File: config.mk
export PLATFORM = sky130hd
export DESIGN_NAME = os_dwell_monitor
export DESIGN_NICKNAME = d
export VERILOG_FILES = /design/src/rtl/os_dwell_monitor.sv
export SDC_FILE = /design/constraint.sdc
export NUM_CORES = 1
export LEC_CHECK = 0
export BUFFER_PORTS_ARGS = -buffer_cell sky130_fd_sc_hd__buf_2
export CAP_MARGIN = 30
export CORE_MARGIN = 5
export CORE_UTILIZATION = 55
export DETAILED_ROUTE_END_ITERATION = 8
export PLACE_DENSITY = 0.87
export SLEW_MARGIN = 20
export SYNTH_ARGS = -nofsm -noshare
export SYNTH_HDL_FRONTEND = slang
export SYNTH_SLANG_ARGS = --single-unit
File: constraint.sdc
create_clock -name clk -period 4.4 [get_ports clk]
set_input_delay 0.88 -clock clk [delete_from_list [all_inputs] [get_ports clk]]
set_output_delay 0.88 -clock clk [all_outputs]
set_load 0.01 [all_outputs]
File: src/rtl/os_dwell_monitor.sv
module os_dwell_monitor #(
  parameter int unsigned THRESH = 30000,
  localparam int CW = $clog2(THRESH + 2)
) (
  input  logic          clk,
  input  logic          rst_n,
  input  logic          retire_vld,
  input  logic          priv_mode,
  input  logic          in_syscall,
  input  logic          ack,
  output logic          symptom,
  output logic [CW-1:0] fire_count
);

  localparam logic [CW-1:0] LIMIT = CW'(THRESH + 1);

  logic [CW-1:0] run_cnt;

  wire kernel_step = retire_vld && priv_mode && !in_syscall;
  wire run_break   = in_syscall || (retire_vld && !priv_mode);
  wire saturated   = (run_cnt == LIMIT);
  wire crossing    = kernel_step && (run_cnt == LIMIT - 1'b1);

  always_ff @(posedge clk) begin
    if (!rst_n)
      run_cnt <= '0;
    else if (run_break)
      run_cnt <= '0;
    else if (kernel_step && !saturated)
      run_cnt <= run_cnt + 1'b1;
  end

  always_ff @(posedge clk) begin
    if (!rst_n) begin
      symptom    <= 1'b0;
      fire_count <= '0;
    end else if (crossing) begin
      symptom    <= 1'b1;
      fire_count <= run_cnt + 1'b1;
    end else if (ack) begin
      symptom    <= 1'b0;
    end
  end

endmodule


==> results of run 1 <==
flip-flops by register name, indices dropped and copies added (netlist names):
register,flops
fire_count,15
run_cnt,15
symptom,1
routing by layer:
metal / GRT usage / vias to the layer above / share of wire
li1: - / 543 / -
met1: 0.192 / 506 / 0.43
met2: 0.282 / 32 / 0.47
met3: 0.0636 / 5 / 0.082
met4: 0.0629 / 0 / 0.017
met5: 0 / - / 0
stage by stage:
step | hold slack (ns) | setup WS (ns)
global placement | 0.441 | 2.20
CTS | 0.475 | 2.44
floorplan | 0.452 | 2.30
detailed placement | 0.453 | 2.11
global route | 0.489 | 2.36
finish | 0.469 | 2.42
power groups by stage:
stage	clock, mW	sequential (mW)	combinational, mW
3_3_place_gp	0	0.287	0.0110
5_1_grt	0.186	0.281	0.0130
2_1_floorplan	0	0.287	0.00740
3_5_place_dp	0	0.287	0.0118
6_report	0.161	0.281	0.0118
4_1_cts	0.168	0.281	0.0119
cell usage in the layout, fill, tap and decap left out:
cell	synthesis	routed
nor2_1	8	8
o31ai_1	1	1
nand4b_1	1	1
nor4_2	1	1
and2_1	3	3
and3_1	6	6
ha_1	3	3
or4_1	1	1
clkinv_2	0	1
a211oi_1	1	1
o21ai_0	7	7
nor4_1	1	1
inv_1	4	4
and3b_1	1	1
dfxtp_1	31	31
a21oi_1	11	11
and4_1	2	2
nor2_4	1	1
clkbuf_8	0	1
xnor2_1	1	1
a211o_1	1	1
nand2_1	8	8
or4_4	1	1
xor2_1	8	8
o21a_1	7	7
and4b_1	1	1
or3_1	5	5
clkbuf_4	0	5
or4b_4	1	1
nand4_1	6	6
nand3_1	7	7
or3b_1	1	1
nand3b_1	2	2
buf_2	0	21
nand2b_1	1	1
Yosys cell counts, types with 2 or more instances:
| cell | instances |
|---|---|
| or3_1 | 5 |
| dfxtp_1 | 31 |
| and3_1 | 6 |
| o21a_1 | 7 |
| inv_1 | 4 |
| nand2_1 | 8 |
| and2_1 | 3 |
| nand3b_1 | 2 |
| nand4_1 | 6 |
| nor2_1 | 8 |
| xor2_1 | 8 |
| and4_1 | 2 |
| nand3_1 | 7 |
| clkbuf_1 | 4 |
| o21ai_0 | 7 |
| a21oi_1 | 11 |
| ha_1 | 3 |
cell families after synthesis:
| group | synth area share |
|---|---|
| simple gates | 0.277 |
| flops | 0.481 |
| compound gates | 0.129 |
| xor+xnor | 0.0610 |
| buf+inv | 0.0232 |
| fa+ha+maj | 0.0291 |
path summary, 6_finish.rpt:
kind	to	cells past startpoint
max	run_cnt[14]	5
min	fire_count[5]	1
max reg2reg	fire_count[2]	4
min reg2reg	fire_count[5]	1
layout make-up:
type	instances	area (µm²)	area share
clock buffer	6	51.3	0.0348
clock inverter	1	5.00	0.00340
inverter	4	15.0	0.0102
multi-input combinational	98	641	0.435
sequential	31	621	0.421
tap	28	35.0	0.0238
timing repair buffer	21	105	0.0714
==> out/qor.txt, run 1 <==
Yosys top cell by area -> dfxtp_1
combinational share of power -> 0.026
Routed Antenna Nets -> 0
Total Power -> 0.454 mW
Synth-to-Final Area Change -> 14.1%
sequential element share of the synthesized area -> 0.481
cts bufs inserted -> 5
Cells after Synth -> 137
Sw Ratio -> 0.211
dpl cell area -> 0.00142 mm²
CTS max path bufs -> 2
CTS sink cnt -> 31
status -> completed
DRC Markers -> 0
CP Data Arrival Time -> 2.24 ns
WP data required -> 4.66 ns
Clock power frac -> 0.355
Largest delay share family, worst path -> simple AND/OR/NAND/NOR gates
CTS tree -> done
Final Setup Violations -> 0
first-pass GRT wire length -> 4420 µm
Bufs and invs on worst path -> 1
Fmax -> 505 MHz
share of post-route cells with drive strength above 1 -> 0.199
GPL Wtd Cong -> 0.823
Final Core Density -> 0.659
Switching Power -> 0.0955 mW
Static Leakage -> 0.581 nW
mean number of vias per cell -> 5.75
post-synth top area share -> 0.481
Post-Syn Area per Cell -> 9.43 µm²
clk slew on worst S/H paths -> 0.09 ns
Slowest Stage Delay on Critical Path -> 0.45 ns
antenna cell count -> 0
post-CTS resize count -> 0
top cells by area, synth -> dfxtp_1, xor2_1, a21oi_1, o21a_1, and3_1
FF+latch count, synth -> 31
Placed Cells -> 182
Seq pwr share -> 0.619
hold-fix buffers at CTS -> 0
clock skew -> 0.0120 ns
Die ar. -> 0.00342 mm²
power density over the cells -> 308 mW/mm²
cell area after layout -> 0.00147 mm²
final worst-path cycle share -> 0.450
Initial Utilization -> 0.578
min-delay src -> fire_count[5]
pin count of the biggest net entering global routing -> 16
maximum vdd drop -> 0.206 mV
unrepaired setup endpoints after global routing -> false
antenna violations before repair -> 0
H-tree levels -> 2
vias in the first global route -> 1039
crit-path cells -> buf_2, and3b_1, nand3_1, or4_1, a21oi_1
Startpoint Class -> primary input
WL/cell -> 13.7 µm
DR vias -> 1086
Port Buf Inserts -> 21
gr usage total -> 0.168
Post-synth ARST share -> 0
Synth Cell Area -> 0.00129 mm²
setup TNS -> 0 ns
number of DRC markers in iteration 0 -> 18
Die Wd -> 58.5 µm
Net Count, Synth -> 146
number of max-cap violations -> 0
fin crit period -> 1.98 ns
WS Path Type -> primary input to flop
Core ar. -> 0.00223 mm²
Fillers -> 194
Rel. slew slack -> 0.601
die height -> 58.5 µm
Routed Wire Length -> 2590 µm
Int Pwr -> 0.358 mW
worst r2r src -> run_cnt[2]
critical path endpoint category -> flop
FP Rows -> 17
Worst Hold Class -> flop to flop
crit path max fanout -> 10
Clock Latency Late Sink -> 0.33 ns
Least-Margin Pin Slew -> 0.592 ns
fin. max-slew vios -> 0
non-filler cells, final -> 189
# IOs -> 22
slowest cell on the critical path -> or4_1
worst reg-to-reg setup slack -> 2.48 ns
Post-synth EDFFs -> 0
fin nets -> 170
Post-synth top flop -> dfxtp_1
Pre-antenna DRT Iters -> 4
worst setup path start -> in_syscall
post-synth cell types -> 32
GRT overflow -> 0
Syn. warnings -> 0
hpwl dp -> 1900 µm
Hold Fails Final Rpt -> 0
root buf cell -> clkbuf_4
setup bufs post-CTS -> 0
(Power assumes the default switching activity.)
==> run 2, diff against run 1 <==
--- a/config.mk
+++ b/config.mk
@@ -5,12 +5,13 @@
 export SDC_FILE = /design/constraint.sdc
 export NUM_CORES = 1
 export LEC_CHECK = 0
+export ABC_AREA = 1
 export BUFFER_PORTS_ARGS = -buffer_cell sky130_fd_sc_hd__buf_2
 export CAP_MARGIN = 30
 export CORE_MARGIN = 5
-export CORE_UTILIZATION = 55
+export CORE_UTILIZATION = 51
 export DETAILED_ROUTE_END_ITERATION = 8
-export PLACE_DENSITY = 0.87
+export PLACE_DENSITY = 0.84
 export SLEW_MARGIN = 20
 export SYNTH_ARGS = -nofsm -noshare
 export SYNTH_HDL_FRONTEND = slang
==> constraint.sdc (replaced) <==
create_clock -name clk -period 1.61 [get_ports clk]
set_input_delay 0.322 -clock clk [delete_from_list [all_inputs] [get_ports clk]]
set_output_delay 0.322 -clock clk [all_outputs]
set_load 0.01 [all_outputs]
==> out/qor.txt, run 2 <==
status -> completed
slowest cell on the critical path -> dfxtp_1
Sw Ratio -> 0.228
Port Buf Inserts -> 21
gr usage total -> 0.175
FF+latch count, synth -> 31
Final Setup Violations -> 0
worst reg-to-reg setup slack -> 0.20 ns
Syn. warnings -> 0
hold-fix buffers at CTS -> 0
Die Wd -> 66.9 µm
Routed Wire Length -> 3490 µm
clock skew -> 0.00751 ns
setup TNS -> 0 ns
Rel. slew slack -> 0.726
most frequent cell after synthesis -> nand2_1
power density over the cells -> 809 mW/mm²
top cells by area, synth -> dfxtp_1, nand2_1, nor2_1, inv_1, nand3_1
final worst-path cycle share -> 0.878
GPL Wtd Cong -> 0.877
most frequent cells in the layout -> nand2_1, nor2_1, inv_1, dfxtp_1, buf_2
fin. max-slew vios -> 0
antenna cell count -> 0
largest registers -> fire_count: 15 flops, run_cnt: 15 flops, symptom: 1 flops
Placed Cells -> 312
unrepaired setup endpoints after global routing -> false
Worst Hold Class -> primary input to flop
CTS sink cnt -> 31
Post-synth ARST share -> 0
Worst Setup Slack, final -> 0.197 ns
Switching Power -> 0.346 mW
number of max-cap violations -> 0
Cells after Synth -> 250
crit path max fanout -> 7
CP Data Arrival Time -> 1.65 ns
number of DRC markers in iteration 0 -> 81
WP data required -> 1.85 ns
Reg2Reg Depth -> 7
H-tree levels -> 2
CTS tree -> done
vias in the first global route -> 1410
Hold EP -> symptom
Largest delay share family, worst path -> simple AND/OR/NAND/NOR gates
post-synth top area share -> 0.375
root buf cell -> clkbuf_4
combinational share of power -> 0.055
Startpoint Class -> flop
min-delay src -> ack
Seq pwr share -> 0.516
share of post-route cells with drive strength above 1 -> 0.181
fin nets -> 284
Die ar. -> 0.00448 mm²
Hold Fails Final Rpt -> 0
fin crit period -> 1.41 ns
Fmax -> 708 MHz
Core ar. -> 0.00308 mm²
R2R Path End -> run_cnt[13]
Clock power frac -> 0.429
Routed Antenna Nets -> 0
Initial Utilization -> 0.537
Slowest Stage Delay on Critical Path -> 0.49 ns
Post-synth top flop -> dfxtp_1
CTS max path bufs -> 2
mean number of vias per cell -> 4.77
Bufs and invs on worst path -> 0
WL/cell -> 10.9 µm
Clock Latency Late Sink -> 0.34 ns
cts bufs inserted -> 5
Net Count, Synth -> 259
maximum vdd drop -> 0.476 mV
first-pass GRT wire length -> 5990 µm
non-filler cells, final -> 320
DRC Markers -> 0
WP depth -> 7
clk slew on worst S/H paths -> 0.10 ns
worst r2r src -> run_cnt[8]
critical path's most frequent cell -> nand2_1
Synth-to-Final Area Change -> 13.3%
Int Pwr -> 1.17 mW
# IOs -> 22
Least-Margin Pin Slew -> 0.410 ns
Post-synth EDFFs -> 0
commonest non-fill, non-tap cell in the layout -> nand2_1
Pre-antenna DRT Iters -> 4
die height -> 66.9 µm
GRT overflow -> 0
DR vias -> 1526
Yosys top cell by area -> dfxtp_1
critical path endpoint category -> flop
Post-Syn Area per Cell -> 6.61 µm²
pin count of the biggest net entering global routing -> 21
Fillers -> 291
Static Leakage -> 0.930 nW
dpl ws -> 0.0810 ns
Synth Cell Area -> 0.00165 mm²
hpwl dp -> 2530 µm
FP Rows -> 20
crit-path cells -> nand2_1, nor2_1, nand3_1, nand2_1, nand2_1, nor2_1, nor2_2
Hold Crit Depth -> 4
post-synth cell types -> 24
antenna violations before repair -> 0
Post-synth top cells -> nand2_1, nor2_1, dfxtp_1
WS Path Type -> flop to flop
sequential element share of the synthesized area -> 0.375
-- run 2: cell types whose count changed after synthesis, sizes merged, moves of 6 or more --
| cell | previous run | this run |
|---|---|---|
| nand2 | 8 | 71 |
| nor2 | 9 | 61 |
| inv | 4 | 31 |
| nand3 | 7 | 23 |
| buf | 0 | 7 |
| o21a | 7 | 0 |
| and3 | 6 | 0 |
| xor2 | 8 | 2 |
-- run 2: worst register-to-register path, stage by stage (launching register included) --
cell and delay [ns]:
dfxtp_1 0.49, nand2_1 0.12, nor2_1 0.32, nand3_1 0.13
nand2_1 0.07, nand2_1 0.05, nor2_1 0.11, nor2_2 0.04
-- run 2: metrics by stage --
step | utilization | power [mW] | hold slack, ns | area, µm²
after floorplan | - | 0.863 | 0.479 | 1650
after global placement | 0.578 | 0.877 | 0.440 | 1780
after detailed placement | 0.578 | 0.881 | 0.446 | 1780
after CTS | 0.606 | 1.52 | 0.221 | 1860
after global routing | 0.609 | 1.57 | 0.254 | 1870
final | 0.609 | 1.52 | 0.226 | 1870
-- run 2: how the worst max path moves through the flow --
stage,from,end
finish,run_cnt[8],run_cnt[13]
global route,run_cnt[8],run_cnt[13]
CTS,run_cnt[0],run_cnt[12]
detailed placement,run_cnt[0],run_cnt[12]
global placement,run_cnt[0],run_cnt[10]
floorplan,run_cnt[0],run_cnt[12]
-- run 2: final cells by class --
| class | count | area, µm² | share of cell area |
|---|---|---|---|
| Clock inverter | 2 | 35.0 | 0.0187 |
| Inverter | 33 | 125 | 0.0668 |
| Multi-Input combinational cell | 179 | 850 | 0.454 |
| Tap cell | 44 | 55.1 | 0.0294 |
| Clock buffer | 6 | 51.3 | 0.0274 |
| Timing Repair Buffer | 25 | 135 | 0.0721 |
| Sequential cell | 31 | 622 | 0.332 |
-- run 2: what timing repair did --
| item | in CTS | in global routing |
|---|---|---|
| hold endpoints to repair | 0 | 0 |
| setup buffers | 0 | 0 |
| endpoints found under the setup margin | 0 | 11 |
| gates resized for setup | 0 | 3 |
-- run 2: cell families after synthesis --
group           Yosys count  share of synthesized area
flops                    31                      0.375
buf+inv                  40                      0.115
xor+xnor                  3                     0.0159
fa+ha+maj                 3                     0.0227
simple gates            163                      0.430
compound gates           10                     0.0409
-- run 2: metal layers --
metal / vias up / global-route usage / wire (µm)
li1: 816 / - / -
met1: 669 / 0.216 / 1540
met2: 35 / 0.285 / 1700
met3: 6 / 0.0523 / 195
met4: 0 / 0.0658 / 53
met5: - / 0 / 0
-- run 2: power by group through the flow --
stage                     clock network (mW)  logic [mW]  registers [mW]
after floorplan                            0      0.0674           0.796
after global placement                     0      0.0789           0.798
after detailed placement                   0      0.0821           0.799
after CTS                              0.660      0.0825           0.781
after global routing                   0.694      0.0961           0.783
final                                  0.651      0.0831           0.781
